==> config.mk <==
export PLATFORM = sky130hd
export DESIGN_NAME = asid_tlb
export DESIGN_NICKNAME = d
export VERILOG_FILES = /design/src/rtl/asid_tlb_pkg.sv /design/src/rtl/asid_tlb_fdec.sv /design/src/rtl/asid_tlb_lines.sv /design/src/rtl/asid_tlb_victim.sv /design/src/rtl/asid_tlb.sv
export SDC_FILE = /design/constraint.sdc
export NUM_CORES = 1
export LEC_CHECK = 0
export BUFFER_PORTS_ARGS = -buffer_cell sky130_fd_sc_hd__buf_2
export CAP_MARGIN = 0
export CELL_PAD_IN_SITES_DETAIL_PLACEMENT = 2
export CELL_PAD_IN_SITES_GLOBAL_PLACEMENT = 2
export CORE_UTILIZATION = 35
export DETAILED_ROUTE_END_ITERATION = 10
export GPL_TIMING_DRIVEN = 0
export PLACE_DENSITY_LB_ADDON = 0.15
export SLEW_MARGIN = 20
export SYNTH_ARGS = -nofsm -noshare
export SYNTH_HDL_FRONTEND = slang
export SYNTH_SLANG_ARGS = --single-unit
==> constraint.sdc <==
create_clock -name clk -period 6.2 [get_ports clk]
set_clock_uncertainty 0.05 [all_clocks]
set_input_delay 0.62 -clock clk [delete_from_list [all_inputs] [get_ports clk]]
set_output_delay 0.62 -clock clk [all_outputs]
set_load 0.02 [all_outputs]
==> src/rtl/asid_tlb_pkg.sv <==
package asid_tlb_pkg;
  localparam int VA_W     = 32;
  localparam int PG_SHIFT = 12;
  localparam int VPN_W    = VA_W - PG_SHIFT;

  typedef enum logic [1:0] {
    SEL_ALL     = 2'd0,
    SEL_NONE    = 2'd1,
    SEL_SECTION = 2'd2,
    SEL_GROUP   = 2'd3
  } fl_sel_e;

  typedef struct packed {
    logic rd;
    logic wr;
    logic ns;
  } perm_t;

  // page-number bits compared for each address criterion
  localparam logic [VPN_W-1:0] MASK_SECTION = 20'hFFC00;
  localparam logic [VPN_W-1:0] MASK_GROUP   = 20'hFFFFC;
endpackage

==> src/rtl/asid_tlb_fdec.sv <==
module asid_tlb_fdec
  import asid_tlb_pkg::*;
#(
  parameter int NUM_ASIDS = 128,
  parameter int ASID_W    = 7
) (
  input  logic              flush_wr,
  input  logic [31:0]       flush_cmd,
  output logic              fl_go,
  output logic              fl_asid_en,
  output logic [ASID_W-1:0] fl_asid,
  output logic [VPN_W-1:0]  fl_mask,
  output logic [VPN_W-1:0]  fl_tag
);
  fl_sel_e sel;

  assign sel        = fl_sel_e'(flush_cmd[1:0]);
  assign fl_asid_en = flush_cmd[31];
  assign fl_tag     = flush_cmd[19:0];

  generate
    if (NUM_ASIDS == 4) begin : g_asid_narrow
      assign fl_asid = flush_cmd[30:29];
    end else begin : g_asid_wide
      assign fl_asid = flush_cmd[30:24];
    end
  endgenerate

  always_comb begin
    fl_go   = flush_wr;
    fl_mask = '0;
    unique case (sel)
      SEL_ALL:     fl_mask = '0;
      SEL_SECTION: fl_mask = MASK_SECTION;
      SEL_GROUP:   fl_mask = MASK_GROUP;
      default:     fl_go   = 1'b0;
    endcase
  end
endmodule

==> src/rtl/asid_tlb_lines.sv <==
module asid_tlb_lines
  import asid_tlb_pkg::*;
#(
  parameter int N_LINES = 8,
  parameter int ASID_W  = 7,
  parameter int PFN_W   = 20,
  parameter int IDX_W   = 3
) (
  input  logic               clk,
  input  logic               rst_n,
  input  logic [N_LINES-1:0] act_mask,
  input  logic [ASID_W-1:0]  lk_asid,
  input  logic [VPN_W-1:0]   lk_vpn,
  output logic [N_LINES-1:0] hit_vec,
  output logic [PFN_W-1:0]   hit_pfn,
  output perm_t              hit_perm,
  input  logic [ASID_W-1:0]  rf_asid,
  input  logic [VPN_W-1:0]   rf_vpn,
  output logic [N_LINES-1:0] dup_vec,
  input  logic               wr_en,
  input  logic [IDX_W-1:0]   wr_idx,
  input  logic [PFN_W-1:0]   wr_pfn,
  input  perm_t              wr_perm,
  input  logic               fl_go,
  input  logic               fl_asid_en,
  input  logic [ASID_W-1:0]  fl_asid,
  input  logic [VPN_W-1:0]   fl_mask,
  input  logic [VPN_W-1:0]   fl_tag,
  output logic [N_LINES-1:0] valid_vec
);
  logic [N_LINES-1:0] v_q;
  logic [ASID_W-1:0]  asid_q [N_LINES];
  logic [VPN_W-1:0]   vpn_q  [N_LINES];
  logic [PFN_W-1:0]   pfn_q  [N_LINES];
  perm_t              perm_q [N_LINES];
  logic [N_LINES-1:0] kill_vec;
  logic [N_LINES-1:0] stale_vec;
  logic [N_LINES-1:0] key_vec;

  genvar g;
  generate
    for (g = 0; g < N_LINES; g++) begin : g_line
      assign hit_vec[g]   = act_mask[g] & v_q[g] &
                            (asid_q[g] == lk_asid) & (vpn_q[g] == lk_vpn);
      assign key_vec[g]   = v_q[g] & (asid_q[g] == rf_asid) & (vpn_q[g] == rf_vpn);
      assign dup_vec[g]   = key_vec[g] & act_mask[g];
      assign stale_vec[g] = key_vec[g] & ~act_mask[g];
      assign kill_vec[g]  = v_q[g] & (~fl_asid_en | (asid_q[g] == fl_asid)) &
                            (((vpn_q[g] ^ fl_tag) & fl_mask) == '0);
    end
  endgenerate

  assign valid_vec = v_q;

  always_ff @(posedge clk or negedge rst_n) begin
    if (!rst_n) begin
      v_q <= '0;
      for (int i = 0; i < N_LINES; i++) begin
        asid_q[i] <= '0;
        vpn_q[i]  <= '0;
        pfn_q[i]  <= '0;
        perm_q[i] <= '0;
      end
    end else if (fl_go) begin
      v_q <= v_q & ~kill_vec;
    end else if (wr_en) begin
      for (int i = 0; i < N_LINES; i++) begin
        if (wr_idx == IDX_W'(i)) begin
          v_q[i]    <= 1'b1;
          asid_q[i] <= rf_asid;
          vpn_q[i]  <= rf_vpn;
          pfn_q[i]  <= wr_pfn;
          perm_q[i] <= wr_perm;
        end else if (stale_vec[i]) begin
          v_q[i] <= 1'b0;
        end
      end
    end
  end

  always_comb begin
    hit_pfn  = '0;
    hit_perm = '0;
    for (int i = 0; i < N_LINES; i++) begin
      if (hit_vec[i]) begin
        hit_pfn  = hit_pfn | pfn_q[i];
        hit_perm = hit_perm | perm_q[i];
      end
    end
  end
endmodule

==> src/rtl/asid_tlb_victim.sv <==
module asid_tlb_victim #(
  parameter int N_LINES = 8,
  parameter int IDX_W   = 3,
  parameter int CNT_W   = 4
) (
  input  logic               clk,
  input  logic               rst_n,
  input  logic [CNT_W-1:0]   eff_act,
  input  logic [N_LINES-1:0] act_mask,
  input  logic [N_LINES-1:0] valid_vec,
  input  logic [N_LINES-1:0] dup_vec,
  input  logic               rr_en,
  input  logic               alloc,
  output logic [IDX_W-1:0]   wr_idx
);
  logic [IDX_W-1:0] ptr_q, ptr_eff, dup_idx, free_idx;
  logic             dup_hit, free_hit;
  logic [CNT_W-1:0] ptr_nxt;

  always_comb begin
    dup_hit = 1'b0;
    dup_idx = '0;
    for (int i = 0; i < N_LINES; i++) begin
      if (dup_vec[i]) begin
        dup_hit = 1'b1;
        dup_idx = IDX_W'(i);
      end
    end
    free_hit = 1'b0;
    free_idx = '0;
    for (int i = N_LINES - 1; i >= 0; i--) begin
      if (act_mask[i] && !valid_vec[i]) begin
        free_hit = 1'b1;
        free_idx = IDX_W'(i);
      end
    end
    ptr_eff = (CNT_W'(ptr_q) < eff_act) ? ptr_q : '0;
    ptr_nxt = CNT_W'(ptr_eff) + CNT_W'(1);
    if (dup_hit)       wr_idx = dup_idx;
    else if (free_hit) wr_idx = free_idx;
    else if (rr_en)    wr_idx = ptr_eff;
    else               wr_idx = '0;
  end

  always_ff @(posedge clk or negedge rst_n) begin
    if (!rst_n) begin
      ptr_q <= '0;
    end else if (alloc && !dup_hit && !free_hit && rr_en) begin
      ptr_q <= (ptr_nxt == eff_act) ? '0 : IDX_W'(ptr_nxt);
    end
  end
endmodule

==> src/rtl/asid_tlb.sv <==
module asid_tlb
  import asid_tlb_pkg::*;
#(
  parameter  int N_LINES   = 8,
  parameter  int NUM_ASIDS = 128,
  parameter  int PFN_W     = 20,
  localparam int ASID_W    = (NUM_ASIDS == 4) ? 2 : 7,
  localparam int IDX_W     = $clog2(N_LINES),
  localparam int CNT_W     = $clog2(N_LINES + 1)
) (
  input  logic              clk,
  input  logic              rst_n,
  input  logic [CNT_W-1:0]  cfg_active_lines,
  input  logic              cfg_rr_en,
  input  logic              cfg_hum,
  input  logic              lk_valid,
  output logic              lk_ready,
  input  logic [ASID_W-1:0] lk_asid,
  input  logic [31:0]       lk_va,
  output logic              lk_hit,
  output logic [PFN_W-1:0]  lk_pfn,
  output logic              lk_rd,
  output logic              lk_wr,
  output logic              lk_ns,
  input  logic              rf_valid,
  output logic              rf_ready,
  input  logic [ASID_W-1:0] rf_asid,
  input  logic [19:0]       rf_vpn,
  input  logic [PFN_W-1:0]  rf_pfn,
  input  logic              rf_rd,
  input  logic              rf_wr,
  input  logic              rf_ns,
  input  logic              flush_wr,
  input  logic [31:0]       flush_cmd
);
  logic [CNT_W-1:0]   eff_act;
  logic [N_LINES-1:0] act_mask;
  logic [N_LINES-1:0] hit_vec, dup_vec, valid_vec;
  logic [IDX_W-1:0]   wr_idx;
  logic               fl_go, fl_asid_en;
  logic [ASID_W-1:0]  fl_asid;
  logic [VPN_W-1:0]   fl_mask, fl_tag;
  perm_t              hit_perm;
  logic               pend_q;
  logic               rf_fire, lk_fire;

  always_comb begin
    if (cfg_active_lines == '0)                      eff_act = CNT_W'(1);
    else if (cfg_active_lines > CNT_W'(N_LINES))     eff_act = CNT_W'(N_LINES);
    else                                             eff_act = cfg_active_lines;
  end

  genvar g;
  generate
    for (g = 0; g < N_LINES; g++) begin : g_act
      assign act_mask[g] = (CNT_W'(g) < eff_act);
    end
  endgenerate

  asid_tlb_fdec #(.NUM_ASIDS(NUM_ASIDS), .ASID_W(ASID_W)) u_fdec (
    .flush_wr   (flush_wr),
    .flush_cmd  (flush_cmd),
    .fl_go      (fl_go),
    .fl_asid_en (fl_asid_en),
    .fl_asid    (fl_asid),
    .fl_mask    (fl_mask),
    .fl_tag     (fl_tag)
  );

  assign rf_ready = ~flush_wr;
  assign rf_fire  = rf_valid & rf_ready;

  asid_tlb_lines #(.N_LINES(N_LINES), .ASID_W(ASID_W), .PFN_W(PFN_W), .IDX_W(IDX_W)) u_lines (
    .clk        (clk),
    .rst_n      (rst_n),
    .act_mask   (act_mask),
    .lk_asid    (lk_asid),
    .lk_vpn     (lk_va[VA_W-1:PG_SHIFT]),
    .hit_vec    (hit_vec),
    .hit_pfn    (lk_pfn),
    .hit_perm   (hit_perm),
    .rf_asid    (rf_asid),
    .rf_vpn     (rf_vpn),
    .dup_vec    (dup_vec),
    .wr_en      (rf_fire),
    .wr_idx     (wr_idx),
    .wr_pfn     (rf_pfn),
    .wr_perm    ({rf_rd, rf_wr, rf_ns}),
    .fl_go      (fl_go),
    .fl_asid_en (fl_asid_en),
    .fl_asid    (fl_asid),
    .fl_mask    (fl_mask),
    .fl_tag     (fl_tag),
    .valid_vec  (valid_vec)
  );

  asid_tlb_victim #(.N_LINES(N_LINES), .IDX_W(IDX_W), .CNT_W(CNT_W)) u_victim (
    .clk       (clk),
    .rst_n     (rst_n),
    .eff_act   (eff_act),
    .act_mask  (act_mask),
    .valid_vec (valid_vec),
    .dup_vec   (dup_vec),
    .rr_en     (cfg_rr_en),
    .alloc     (rf_fire),
    .wr_idx    (wr_idx)
  );

  assign lk_hit   = |hit_vec;
  assign lk_rd    = hit_perm.rd;
  assign lk_wr    = hit_perm.wr;
  assign lk_ns    = hit_perm.ns;
  assign lk_ready = ~pend_q | (cfg_hum & lk_hit);
  assign lk_fire  = lk_valid & lk_ready;

  always_ff @(posedge clk or negedge rst_n) begin
    if (!rst_n) pend_q <= 1'b0;
    else        pend_q <= (pend_q & ~rf_fire) | (lk_fire & ~lk_hit);
  end
endmodule

# Yosys cells after proc, flatten, opt, wreduce, memory -nomap -nowiden
# Cells that the tools add are included.
# word_totals
word_cells,385
out_inout_bits,26
ff_bits,412
in_bits,132
# op_classes
eq_ne,50
add_sub_neg,1
muxes,74
bitwise,133
order_cmp,10
reduce_logical,59
# op_table
cell,n
$eq A20 B20 Y1,16
$eq A7 B7 Y1,24
$and A20 B20 Y20,8
$logic_not A20 Y1,8
$mux W20,8
$xor A20 B20 Y20,8
$or A20 B20 Y20,7
$and A1 B1 Y1,77
$mux W3,25
$pmux W20 S2,1
$mux W1,34
$reduce_and A3 Y1,8
$reduce_bool A3 Y1,8
$or A3 B3 Y3,7
$lt A3 B4 Y1 const A,4
$mux W8,2
$reduce_and A2 Y1,8
$not A1 Y1,14
$eq A3 B3 Y1 const B,4
$logic_and A1 B1 Y1,11
$logic_not A1 Y1,10
$or A1 B1 Y1,10
$and A8 B8 Y8,1
$lt A1 B4 Y1 const A,2
17 further kinds,22

# Logic depth before layout (Yosys ltp)
# logic_depth
ltp_word,22
ltp_mapped,15

# Hierarchy
# A second synthesis with hierarchy kept.
# hier_totals
hier_cells,2493
hier_area_um2,26755.7
# by_module_without_submodules
mod,cells_each,area_per_inst_um2,n_inst,seq_area_each_um2
asid_tlb_lines,2342,25614.6,1,10209.8
asid_tlb_victim,77,601.8,1,75.1
asid_tlb_fdec,51,371.6,1,0.0
asid_tlb,23,167.7,1,25.0

# Least setup slack after synthesis
# Ideal clock, no wire load.
# synth_path
path_kind,input port to output port
startpoint,in lk_va[29]
endpoint,out lk_pfn[18]
path_slack_ps,2406
n_path_buf,2
required_time_ps,5530
stages,9
t_arrival_ps,3124
cell_sequence,clkbuf_1 -> xor2_1 -> nor4_1 -> nand4_1 -> or4_1 -> nor4_1 -> clkbuf_1 -> a22oi_1 -> nand4_1
# synth_between
elab_chain_cells,17
word_cells_on_any_way,31
# synth_rtl
element,line,source
start: declaration,asid_tlb.sv:19,"input logic [31:0] lk_va,"
$eq A20 B20 Y1,asid_tlb_lines.sv:44,(asid_q[g] == lk_asid) & (vpn_q[g] == lk_vpn);
$and A1 B1 Y1,asid_tlb_lines.sv:44,
$mux W20,asid_tlb_lines.sv:85,if (hit_vec[i]) begin
$or A20 B20 Y20,asid_tlb_lines.sv:86,hit_pfn = hit_pfn | pfn_q[i];
$mux W20,asid_tlb_lines.sv:85,
$or A20 B20 Y20,asid_tlb_lines.sv:86,
$mux W20,asid_tlb_lines.sv:85,
$or A20 B20 Y20,asid_tlb_lines.sv:86,
$mux W20,asid_tlb_lines.sv:85,
$or A20 B20 Y20,asid_tlb_lines.sv:86,
$mux W20,asid_tlb_lines.sv:85,
$or A20 B20 Y20,asid_tlb_lines.sv:86,
$mux W20,asid_tlb_lines.sv:85,
$or A20 B20 Y20,asid_tlb_lines.sv:86,
$mux W20,asid_tlb_lines.sv:85,
$or A20 B20 Y20,asid_tlb_lines.sv:86,
$mux W20 *,asid_tlb_lines.sv:85,
end: declaration,asid_tlb.sv:21,"output logic [PFN_W-1:0] lk_pfn,"
# Every way passes the cells marked *; elsewhere a longest branch is shown, timed or not.

# Worst setup path in the final report
# layout_path
startpoint,in lk_va[18]
endpoint,out lk_pfn[6]
# Same word-level chain as after synthesis.

==> key figures <==
Cells and area
  • Layout cells sized above 1: 0.273
  • Design area: 28400 µm²
  • Nets: 2452
  • Most frequent cells in the layout: 412 x dfrtp_1, 373 x mux2_2, 315 x xnor2_1
  • Layout overhead on the synthesized area: 14.2%
  • Commonest non-fill, non-tap cell in the layout: dfrtp_1
  • Final core utilization: 0.405

Synthesis
  • Number of flops mapped to enable cells by yosys: 0
  • Syn. warnings: 0
  • Top-area cell type share of the netlist area: 0.414
  • Post-synth top area cell: dfrtp_1
  • Async set-or-reset flop fraction in the synthesized netlist: 1.00
  • Netlist Area Pre-Place: 24900 µm²
  • Mean post-synth cell area: 11.4 µm²
  • Post-synthesis net count: 2324
  • Post-synthesis sequential area ratio: 0.414
  • Cells after Synth: 2189
  • Netlist cell types: 73
  • Top_reg_cell synth: dfrtp_1
  • Synth Register Bits: 412
  • Top cells by area, synth: dfrtp_1 41%, mux2_2 17%, xnor2_1 11%

Worst setup path
  • Slowest-stage cell, CP: clkbuf_1
  • Reg2Reg Depth: 9
  • Critical path type: in2out
  • Crit Reg-Reg Endpoint: u_lines.pfn_q[33]$_DFFE_PN0P_
  • WP buf/inv: 4
  • Critical path required time: 5.53 ns
  • Worst path arrival time: 5.05 ns
  • Worst-path cell chain: clkbuf_1 -> xor2_1 -> nor4_1 -> nand4_1 -> or4_1 -> nor4_2 -> buf_4 -> clkbuf_1 -> a22oi_1 -> nand3_1 -> buf_2
  • Startpoint Class: input pin
  • Reg-to-reg slack, setup: 1.09 ns
  • Crit. End Element: output pin
  • Crit path max fanout: 10
  • CP top delay family: buffers and inverters
  • Top cell by count, worst path: clkbuf_1
  • Reg-to-reg startpoint: u_lines.asid_q[3]$_DFFE_PN0P_
  • Critical Path Max Stage Delay: 0.84 ns

Detailed routing
  • Initial drt markers: 1676
  • DRC viols: 0
  • Met3 WL: 7370 µm
  • Highest metal used: met5
  • M1 WL: 53500 µm
  • Drt pass-1 iters: 5
  • Per-cell routed wire length: 37.0 µm
  • Met2 WL: 56600 µm
  • Antenna-violating nets left: 0
  • Drt total wl: 122000 µm
  • Via count: 19500
  • Via/cell ratio: 5.90

Floorplan
  • Row count: 97
  • Die Area: 72200 µm²
  • Die width: 269 µm
  • Core box area: 70300 µm²
  • Die height: 269 µm
  • Starting Density: 0.354
  • Num ports: 158

STA
  • Period Utilization, post-route: 0.922
  • Max Slew Vio Count: 0
  • Slew @ Worst Pin: 1.29 ns
  • Final setup violation count: 0
  • Max frequency: 175 MHz
  • Setup repair after global routing missed its margin: false
  • Post-layout minimum cycle time: 5.72 ns
  • Hold slack: 0.187 ns
  • Final hold vios: 0
  • Worst setup margin: 0.484 ns
  • Relative slew slack: 0.130

Clock network
  • Clk_lat worst skew: 0.63 ns
  • Clock slew at reported path FFs: 0.06 ns
  • CTS Root Cell: clkbuf_16
  • CTS tree: done
  • CTS sink cnt: 412
  • CTS Buf Count: 52
  • Longest Clk Path Bufs: 3
  • Post-CTS Resized: 0
  • H-tree Lvls: 2

Power
  • Power density over the cells: 453 nW/µm²
  • LEAKAGE: 12.0 nW
  • Highest ir drop seen on vdd: 0.000233 V

Place
  • Post-DP HPWL: 91900 µm
  • Buffers on Ports: 58
  • Dpl ws: 0.362 ns
  • Placed instance area: 26600 µm²
  • Global placement routability congestion: 1.03

Run status
  • Status: completed

Hold path
  • Hold wc startpoint: lk_valid
  • Hold EP: pend_q$_DFF_PN0_
  • WHS Path Cells: 3
  • Hold Path Class: in2reg

Global route
  • Vias in the first global route: 20700
  • GRT Total Usage: 0.340
  • First-pass GRT wire length: 169000 µm
  • Remaining global-route overflow: 0
  • Antenna violations before repair: 5
  • Pin count of the biggest net entering global routing: 97

Job
  • Max_cap viols: 0
[area by class of cell]
type                            instances  area [µm²]
Antenna cell                            2        5.00
Buffer                                171         818
Clock buffer                           76        1530
Clock inverter                         20         260
Fill cell                            7296       41800
Inverter                               21        78.8
Multi-Input combinational cell       1585       13800
Sequential cell                       412       10300
Tap cell                              940        1180
Timing Repair Buffer                   74         490
[stage by stage]
stage	cells	total power, mW	TNS (ns)
2_1_floorplan	2189	7.71	0
3_3_place_gp	3187	9.26	-1730.36
3_5_place_dp	3202	9.53	0
4_1_cts	3299	12.8	0
5_1_grt	3299	13.4	0
6_report	3301	12.9	0
[how the worst max path moves through the flow]
stage                from                            end  slack, ns  cells past startpoint
2_1_floorplan   lk_va[29]                     lk_pfn[18]       2.41                      9
4_1_cts        lk_asid[0]                          lk_rd       0.37                     11
3_3_place_gp        rst_n   u_lines.pfn_q[9]$_DFFE_PN0P_      -4.24                      1
6_report        lk_va[18]                      lk_pfn[6]       0.48                     11
5_1_grt         lk_va[17]                          lk_rd       0.46                     11
3_5_place_dp   rf_vpn[19]  u_lines.pfn_q[33]$_DFFE_PN0P_       0.36                     11
[what timing repair did]
action                    CTS  global route
hold buffers                1             0
buffers inserted            0             0
hold endpoints to repair   77             0
[worst min-delay path: cells and delay by family]
family | cells | cell delay, ns
simple gates | 1 | 0.05
compound gates | 1 | 0.06
buf+inv | 1 | 0.10
[synthesized netlist by cell type (3+ instances only)]
library cell,number
a31o_2,3
a21boi_0,3
or4_1,12
a221oi_1,14
or3_1,5
dfrtp_1,412
a21oi_1,9
mux2_1,29
a222oi_1,12
o22ai_1,7
a22o_1,13
or2_2,3
ha_1,3
a22oi_1,46
nor3_1,13
nor2b_1,8
nand4_1,131
buf_2,61
nand3_1,39
o31ai_1,3
o21a_1,3
mux2_2,373
o21ai_0,10
o21bai_1,3
nor4_1,84
xor2_1,309
inv_1,21
clkbuf_1,90
nand4b_1,3
o41ai_1,22
and4_1,3
xnor2_1,315
buf_1,8
nand2_1,41
buf_6,11
nor2_1,18
[sequential cells by signal (all words and copies together), names as in the netlist]
| register | flops |
|---|---|
| u_lines.vpn_q | 160 |
| pend_q | 1 |
| u_lines.perm_q | 24 |
| u_lines.pfn_q | 160 |
| u_victim.ptr_q | 3 |
| u_lines.valid_vec | 8 |
| u_lines.asid_q | 56 |
[per-layer routing]
layer / up-vias / global-route usage
met3: 196 / 0.0498
met2: 667 / 0.548
met4: 10 / 0.122
met1: 10500 / 0.464
met5: - / 0
li1: 8120 / -
[where the power goes]
group | internal (mW) | switching [mW] | total [mW] | leakage (nW)
Sequential | 3.79 | 1.65 | 5.45 | 5.28
Clock | 1.89 | 1.32 | 3.21 | 0.871
Combinational | 2.08 | 2.16 | 4.23 | 5.82
Total | 7.76 | 5.13 | 12.9 | 12.0
[kinds of logic after synthesis]
group / count (synthesis) / synth area share
adder cells (fa/ha/maj): 3 / 0.00151
AND/OR/NAND/NOR: 381 / 0.0910
buffers and inverters: 192 / 0.0355
multiplexers: 403 / 0.182
flip-flops: 412 / 0.414
AO/OA/AOI/OAI: 173 / 0.0554
XOR/XNOR: 625 / 0.220
Power figures use the tool's default switching activity.
